[config.mk]
export PLATFORM = sky130hd
export DESIGN_NAME = stn_scan_timing
export DESIGN_NICKNAME = d
export VERILOG_FILES = /design/src/rtl/stn_scan_pkg.sv /design/src/rtl/scan_hcount.sv /design/src/rtl/scan_vcount.sv /design/src/rtl/scan_start_regs.sv /design/src/rtl/scan_fetch.sv /design/src/rtl/stn_scan_timing.sv
export SDC_FILE = /design/constraint.sdc
export NUM_CORES = 1
export LEC_CHECK = 0
export ABC_AREA = 1
export BUFFER_PORTS_ARGS = -buffer_cell sky130_fd_sc_hd__buf_2
export CORE_UTILIZATION = 45
export CTS_CLUSTER_DIAMETER = 60
export CTS_CLUSTER_SIZE = 12
export DETAILED_ROUTE_END_ITERATION = 8
export PLACE_DENSITY = 0.65
export SYNTH_ARGS = -nofsm -noshare
export SYNTH_HDL_FRONTEND = slang
export SYNTH_SLANG_ARGS = --single-unit
[constraint.sdc]
create_clock -name clk_i -period 3.9 [get_ports clk_i]
set_clock_uncertainty 0.2 [all_clocks]
set_input_delay 0.39 -clock clk_i [delete_from_list [all_inputs] [get_ports clk_i]]
set_output_delay 0.39 -clock clk_i [all_outputs]
set_load 0.02 [all_outputs]
[src/rtl/stn_scan_pkg.sv]
package stn_scan_pkg;

  // start-address byte select codes
  typedef enum logic [1:0] {
    SA_UP_LO = 2'd0,
    SA_UP_HI = 2'd1,
    SA_DN_LO = 2'd2,
    SA_DN_HI = 2'd3
  } sa_sel_e;

  localparam int unsigned NUM_SCREENS = 2;

endpackage

[src/rtl/scan_hcount.sv]
module scan_hcount #(
  parameter int CW = 8
) (
  input  logic          clk_i,
  input  logic          rst_ni,
  input  logic [CW-1:0] cr_i,
  input  logic [CW-1:0] lpw_i,
  output logic          in_sync_o,
  output logic          half_o,
  output logic [CW-1:0] hcnt_o,
  output logic          data_step_o,
  output logic          line_end_o
);

  logic          in_sync_q, half_q;
  logic [CW-1:0] hcnt_q;

  always_comb begin
    data_step_o = !in_sync_q && half_q;
    line_end_o  = in_sync_q && half_q && (hcnt_q == lpw_i - CW'(1));
  end

  always_ff @(posedge clk_i or negedge rst_ni) begin
    if (!rst_ni) begin
      in_sync_q <= 1'b0;
      half_q    <= 1'b0;
      hcnt_q    <= '0;
    end else begin
      half_q <= !half_q;
      if (half_q) begin
        if (!in_sync_q) begin
          if (hcnt_q == cr_i - CW'(1)) begin
            in_sync_q <= 1'b1;
            hcnt_q    <= '0;
          end else begin
            hcnt_q <= hcnt_q + CW'(1);
          end
        end else if (line_end_o) begin
          in_sync_q <= 1'b0;
          hcnt_q    <= '0;
        end else begin
          hcnt_q <= hcnt_q + CW'(1);
        end
      end
    end
  end

  assign in_sync_o = in_sync_q;
  assign half_o    = half_q;
  assign hcnt_o    = hcnt_q;

endmodule

[src/rtl/scan_vcount.sv]
module scan_vcount #(
  parameter int CW = 8
) (
  input  logic          clk_i,
  input  logic          rst_ni,
  input  logic [CW-1:0] slt_i,
  input  logic [CW-1:0] mt_i,
  input  logic          line_end_i,
  output logic          first_line_o,
  output logic          frame_end_o,
  output logic          m_o
);

  localparam int LW = CW + 1;

  logic [LW-1:0] line_q;
  logic [CW-1:0] mcnt_q;
  logic          m_q;

  always_comb begin
    frame_end_o  = line_end_i && (line_q == {slt_i, 1'b0} - LW'(1));
    first_line_o = (line_q == '0);
  end

  always_ff @(posedge clk_i or negedge rst_ni) begin
    if (!rst_ni) begin
      line_q <= '0;
      mcnt_q <= '0;
      m_q    <= 1'b0;
    end else if (line_end_i) begin
      line_q <= frame_end_o ? '0 : line_q + LW'(1);
      if (mt_i == '0) begin
        mcnt_q <= '0;
        if (frame_end_o) m_q <= !m_q;
      end else if (mcnt_q == mt_i - CW'(1)) begin
        mcnt_q <= '0;
        m_q    <= !m_q;
      end else begin
        mcnt_q <= mcnt_q + CW'(1);
      end
    end
  end

  assign m_o = m_q;

endmodule

[src/rtl/scan_start_regs.sv]
module scan_start_regs
  import stn_scan_pkg::*;
#(
  parameter int MEM_BYTES = 19200,
  parameter int AW        = $clog2(MEM_BYTES)
) (
  input  logic          clk_i,
  input  logic          rst_ni,
  input  logic          wr_i,
  input  logic [1:0]    sel_i,
  input  logic [7:0]    wdata_i,
  output logic [AW-1:0] start1_o,
  output logic [AW-1:0] start2_o
);

  localparam logic [AW-1:0] HALF = AW'(MEM_BYTES / 2);

  logic [AW-1:0] start_q [NUM_SCREENS];

  for (genvar s = 0; s < NUM_SCREENS; s++) begin : g_scr
    localparam logic [AW-1:0] RST_VAL = (s == 0) ? '0 : HALF;
    localparam sa_sel_e       LO_CODE = (s == 0) ? SA_UP_LO : SA_DN_LO;
    localparam sa_sel_e       HI_CODE = (s == 0) ? SA_UP_HI : SA_DN_HI;

    logic [7:0] stage_q;

    always_ff @(posedge clk_i or negedge rst_ni) begin
      if (!rst_ni) begin
        stage_q    <= RST_VAL[7:0];
        start_q[s] <= RST_VAL;
      end else if (wr_i) begin
        if (sel_i == LO_CODE) stage_q <= {wdata_i[7:1], 1'b0};
        if (sel_i == HI_CODE) start_q[s] <= AW'({wdata_i, stage_q});
      end
    end
  end

  assign start1_o = start_q[0];
  assign start2_o = start_q[1];

endmodule

[src/rtl/scan_fetch.sv]
module scan_fetch
  import stn_scan_pkg::*;
#(
  parameter int MEM_BYTES = 19200,
  parameter int AW        = $clog2(MEM_BYTES)
) (
  input  logic          clk_i,
  input  logic          rst_ni,
  input  logic          dual_i,
  input  logic          step_i,
  input  logic          reload_i,
  input  logic [AW-1:0] start1_i,
  input  logic [AW-1:0] start2_i,
  output logic [AW-1:0] addr1_o,
  output logic [AW-1:0] addr2_o
);

  localparam logic [AW-1:0] LAST = AW'(MEM_BYTES - 1);
  localparam logic [AW-1:0] HALF = AW'(MEM_BYTES / 2);

  logic [AW-1:0] start_w [NUM_SCREENS];
  logic [AW-1:0] addr_q  [NUM_SCREENS];

  assign start_w[0] = start1_i;
  assign start_w[1] = start2_i;

  for (genvar s = 0; s < NUM_SCREENS; s++) begin : g_scr
    localparam logic [AW-1:0] BASE = (s == 0) ? '0 : HALF;
    localparam logic [AW-1:0] TOP  = (s == 0) ? HALF - AW'(1) : LAST;

    logic [AW-1:0] lo, hi, nxt;

    always_comb begin
      lo  = dual_i ? BASE : '0;
      hi  = dual_i ? TOP  : LAST;
      nxt = (addr_q[s] == hi) ? lo : addr_q[s] + AW'(1);
    end

    always_ff @(posedge clk_i or negedge rst_ni) begin
      if (!rst_ni)       addr_q[s] <= BASE;
      else if (reload_i) addr_q[s] <= start_w[s];
      else if (step_i)   addr_q[s] <= nxt;
    end
  end

  assign addr1_o = addr_q[0];
  assign addr2_o = addr_q[1];

endmodule

[src/rtl/stn_scan_timing.sv]
module stn_scan_timing #(
  parameter int  MEM_BYTES = 19200,
  localparam int AW        = $clog2(MEM_BYTES)
) (
  input  logic          clk_i,
  input  logic          rst_ni,
  input  logic [7:0]    chars_i,
  input  logic [7:0]    lpw_i,
  input  logic [7:0]    half_lines_i,
  input  logic [7:0]    m_period_i,
  input  logic          dual_i,
  input  logic          disp_on_i,
  input  logic          reverse_i,
  input  logic [7:0]    pix_i,
  input  logic          sa_wr_i,
  input  logic [1:0]    sa_sel_i,
  input  logic [7:0]    sa_wdata_i,
  output logic          cp_o,
  output logic          lp_o,
  output logic          flm_o,
  output logic          m_o,
  output logic [AW-1:0] fetch_addr1_o,
  output logic [AW-1:0] fetch_addr2_o,
  output logic [7:0]    vd_o
);

  localparam int CW = 8;

  logic          in_sync, half, data_step, line_end;
  logic [CW-1:0] hcnt;
  logic          first_line, frame_end;
  logic [AW-1:0] start1, start2;

  scan_hcount #(.CW(CW)) u_h (
    .clk_i       (clk_i),
    .rst_ni      (rst_ni),
    .cr_i        (chars_i),
    .lpw_i       (lpw_i),
    .in_sync_o   (in_sync),
    .half_o      (half),
    .hcnt_o      (hcnt),
    .data_step_o (data_step),
    .line_end_o  (line_end)
  );

  scan_vcount #(.CW(CW)) u_v (
    .clk_i        (clk_i),
    .rst_ni       (rst_ni),
    .slt_i        (half_lines_i),
    .mt_i         (m_period_i),
    .line_end_i   (line_end),
    .first_line_o (first_line),
    .frame_end_o  (frame_end),
    .m_o          (m_o)
  );

  scan_start_regs #(.MEM_BYTES(MEM_BYTES), .AW(AW)) u_sa (
    .clk_i    (clk_i),
    .rst_ni   (rst_ni),
    .wr_i     (sa_wr_i),
    .sel_i    (sa_sel_i),
    .wdata_i  (sa_wdata_i),
    .start1_o (start1),
    .start2_o (start2)
  );

  scan_fetch #(.MEM_BYTES(MEM_BYTES), .AW(AW)) u_f (
    .clk_i    (clk_i),
    .rst_ni   (rst_ni),
    .dual_i   (dual_i),
    .step_i   (data_step),
    .reload_i (frame_end),
    .start1_i (start1),
    .start2_i (start2),
    .addr1_o  (fetch_addr1_o),
    .addr2_o  (fetch_addr2_o)
  );

  // LP skips the first sync slot and the last one (width LPW-2)
  always_comb begin
    cp_o  = !in_sync && !half;
    lp_o  = in_sync && (hcnt != '0) &&
            (({1'b0, hcnt} + 9'd2) <= {1'b0, lpw_i});
    flm_o = in_sync && first_line;
    vd_o  = disp_on_i ? (pix_i ^ {8{reverse_i}}) : {8{reverse_i}};
  end

endmodule

==> qor.csv <==
stage,metric,value,unit
outcome,status,"complete, but fails checks",
outcome,violated checks,DRC,
synth,Post-Synthesis Net Count,1009,
critical_path,CP startpoint,u_h.hcnt_o[1]$_DFFE_PN0P_,
critical_path,Critical Path Slowest Stage Cell,dfrtp_1,
sta,Slew Limit Headroom,42.5,%
place,global placer's final weighted congestion,0.908,
route,wire length per cell,13.6,µm
critical_path,WP depth,9,
floorplanning,Initial Util,46.7,%
synth,top-count cell post-synth,nand2_1,
synth,Synth top area share,33.2,%
critical_path,CP required,3.31,ns
sta,period utilisation layout,82.0,%
route,remaining routing DRC violations,9,
synth,"Async S/R FF share, synth",100,%
synth,Post-Synthesis Cells,932,
floorplanning,Row Count,44,
synth,post-synthesis average cell area,7.36,µm²
power,Power Density,401,nW/µm²
synth,number of distinct library cells after synthesis,43,
synth,predominant post-synthesis flop cell,dfrtp_1,
synth,yosys warns,0,
global_route,initial antenna violation count,0,
floorplanning,Die Ht,125,µm
clocking,post-CTS setup buffer count,0,
clocking,Inserted Clock Buffers,9,
critical_path,Critical Path Fanout Max,7,
synth,most frequent cells after synthesis,"221 x nand2_1, 100 x inv_1, 91 x dfrtp_1",
cells_and_area,Layout Nets,1096,
sta,WHS,0.0988,ns
route,drt first pass iters,8,
critical_path,CP Capture Type,output pin,
floorplanning,die area,15700,µm²
place,Detailed Place HPWL,12700,µm
critical_path,crit-path cells,"ha_1, nand2_1, nor3_1, xor2_1, ha_1, nand4_1, or3_1, a21oi_1, buf_2",
cells_and_area,area occupied by multi-input gates,3790,µm²
power,Final Power,3.11,mW
synth,register area share after synthesis,36.6,%
clocking,CTS tree,built,
critical_path,Reg2Reg Depth,14,
route,vias after detailed routing,6202,
critical_path,Crit Reg-Reg Endpoint,u_f.addr1_o[12]$_DFFE_PN0P_,
clocking,Worst-path clk slew,0.06,ns
sta,FMAX,313,MHz
critical_path,CP Data Arrival Time,2.61,ns
synth,Synth area leaders,"dfrtp_1 33%, nand2_1 12%, nand3_1 6.3%",
cells_and_area,share of layout cells above drive strength 1,16.1,%
clocking,"Clk Latency, worst-skew pair",0.35,ns
min_path,Hold Path Depth,3,
clocking,clock sink total,100,
critical_path,R2R Path Start,u_h.hcnt_o[0]$_DFFE_PN0P_,
place,PortBufs,97,
global_route,first-pass GRT wire length,28000,µm
critical_path,Critical Path Source Type,flip-flop,
sta,Final setup viols,0,
cells_and_area,Syn-to-layout area delta,13.0,%
critical_path,R2R Setup Slk,0.93,ns
critical_path,Most common cell on crit path,ha_1,
cells_and_area,post-route insts no fill,1207,
min_path,HP Class,in -> reg,
synth,Yosys reg bits,100,
clocking,CTS root buf,clkbuf_16,
critical_path,WP buf/inv,1,
flow_run,Max Cap Viol,0,
min_path,worst hold endpoint,u_sa.start2_o[8]$_DFFE_PN1P_,
clocking,htree depth,3,
sta,Sum Neg Setup Slack,0,ns
cells_and_area,Seq. cell area,2510,µm²
route,Via density,5.14,
global_route,GRT overflow,0,
sta,max-slew violations,0,
route,Routed Antenna Nets,0,
power,worst vdd ir,0.000251,V
global_route,pin count of the biggest net entering global routing,71,
cells_and_area,ANT cells,0,
floorplanning,Ports,98,
sta,fin crit period,3.20,ns
critical_path,WS Path Type,reg -> out,
route,DR iter-0 viols,434,
cells_and_area,FILL cells,1447,
synth,Post-synth EDFFs,0,
global_route,Total GRT Usage,22.1,%
route,Routed WL,16400,µm
critical_path,largest stage delay on the critical path,0.50,ns
global_route,vias in the first global route,5720,
floorplanning,Core Area,14700,µm²
synth,mapped cell area,6860,µm²
sta,RSZ-0062 raised after global routing,false,
sta,Worst-Margin Slew,0.863,ns
min_path,hold_sp,sa_wdata_i[0],
floorplanning,DIE WIDTH,125,µm
critical_path,CP top delay family,simple AND/OR/NAND/NOR gates,
synth,top cell type by total area after synthesis,dfrtp_1,
place,placed cells,1191,
sta,Final Hold Viols,0,
clocking,clk buf depth,2,
power,LEAKAGE,3.92,nW
==> worst min-delay path, stage by stage <==
cell and delay (ns):
buf_2 0.09, inv_1 0.07, o21ai_0 0.09
==> per-layer routing <==
metal	track usage (%)	up-vias	part of all wire, %
met5	0	-	0
met2	34.5	154	44
li1	-	3210	-
met1	32.2	2825	50
met4	5.09	0	0.87
met3	3.17	13	4.9
==> what timing repair did <==
action	CTS	global route
hold buffers	1	0
hold endpoints to repair	10	0
resized for setup	0	0
==> layout make-up <==
type | instances | share of cell area (%)
multi-input cells | 697 | 48.9
flip-flops and latches | 100 | 32.4
well taps | 184 | 2.97
clock inverters | 2 | 0.452
inverters | 111 | 5.38
clock buffers | 13 | 3.23
repair buffers | 100 | 6.62
==> where the power goes <==
part           leakage [nW]  internal [mW]  switching (mW)
Sequential             1.20           1.18           0.188
Combinational          2.57          0.362           0.501
Clock                 0.140          0.511           0.363
Total                  3.92           2.06            1.05
==> worst max-delay path by stage <==
stage          slack, ns                          end
3_3_place_gp        0.94  u_f.addr1_o[12]$_DFFE_PN0P_
5_1_grt             0.49                         lp_o
3_5_place_dp        0.82  u_f.addr1_o[12]$_DFFE_PN0P_
2_1_floorplan       1.22                         lp_o
4_1_cts             0.69                         lp_o
6_report            0.70                         lp_o
==> metrics by stage <==
stage | area [µm²] | utilization (%) | setup WS [ns]
6_report | 7750 | 52.7 | 0.702
5_1_grt | 7750 | 52.7 | 0.489
4_1_cts | 7750 | 52.7 | 0.690
3_5_place_dp | 7450 | 50.7 | 0.818
3_3_place_gp | 7450 | 50.7 | 0.940
2_1_floorplan | 6860 | - | 1.22
==> registers in the layout, summed over array words and instances, names as in the netlist <==
register	cells
u_v.line_q	9
u_v.mcnt_q	8
u_f.addr1_o	15
u_f.addr2_o	15
u_h.half_o	1
u_sa.g_scr.stage_q	14
u_h.hcnt_o	8
u_sa.start1_o	14
u_v.m_o	1
u_h.in_sync_o	1
u_sa.start2_o	14
==> placed cells by master, fill, tap and decap left out, types with 9 or more instances in the layout <==
| cell | count |
|---|---|
| o21ai_0 | 65 |
| nor3_1 | 17 |
| ha_1 | 21 |
| nand3_1 | 87 |
| xor2_1 | 48 |
| a21oi_1 | 17 |
| o21ai_1 | 32 |
| clkbuf_16 | 9 |
| dfrtp_1 | 91 |
| inv_1 | 100 |
| nand2_1 | 221 |
| mux2_2 | 13 |
| xnor2_1 | 28 |
| nand4_1 | 23 |
| inv_2 | 11 |
| nor2_1 | 80 |
| dfstp_2 | 9 |
| buf_2 | 96 |
==> logic make-up (layout without fill, tap and decap cells) <==
family	Yosys count	after routing	share of synthesized area [%]
AND/OR/NAND/NOR	464	464	30.2
XOR/XNOR	77	77	9.94
flip-flops	100	100	36.6
multiplexers	13	13	2.13
AO/OA/AOI/OAI	122	122	9.16
buffers and inverters	135	226	8.10
adder cells (fa/ha/maj)	21	21	3.83
Power figures use the tool's default switching activity.
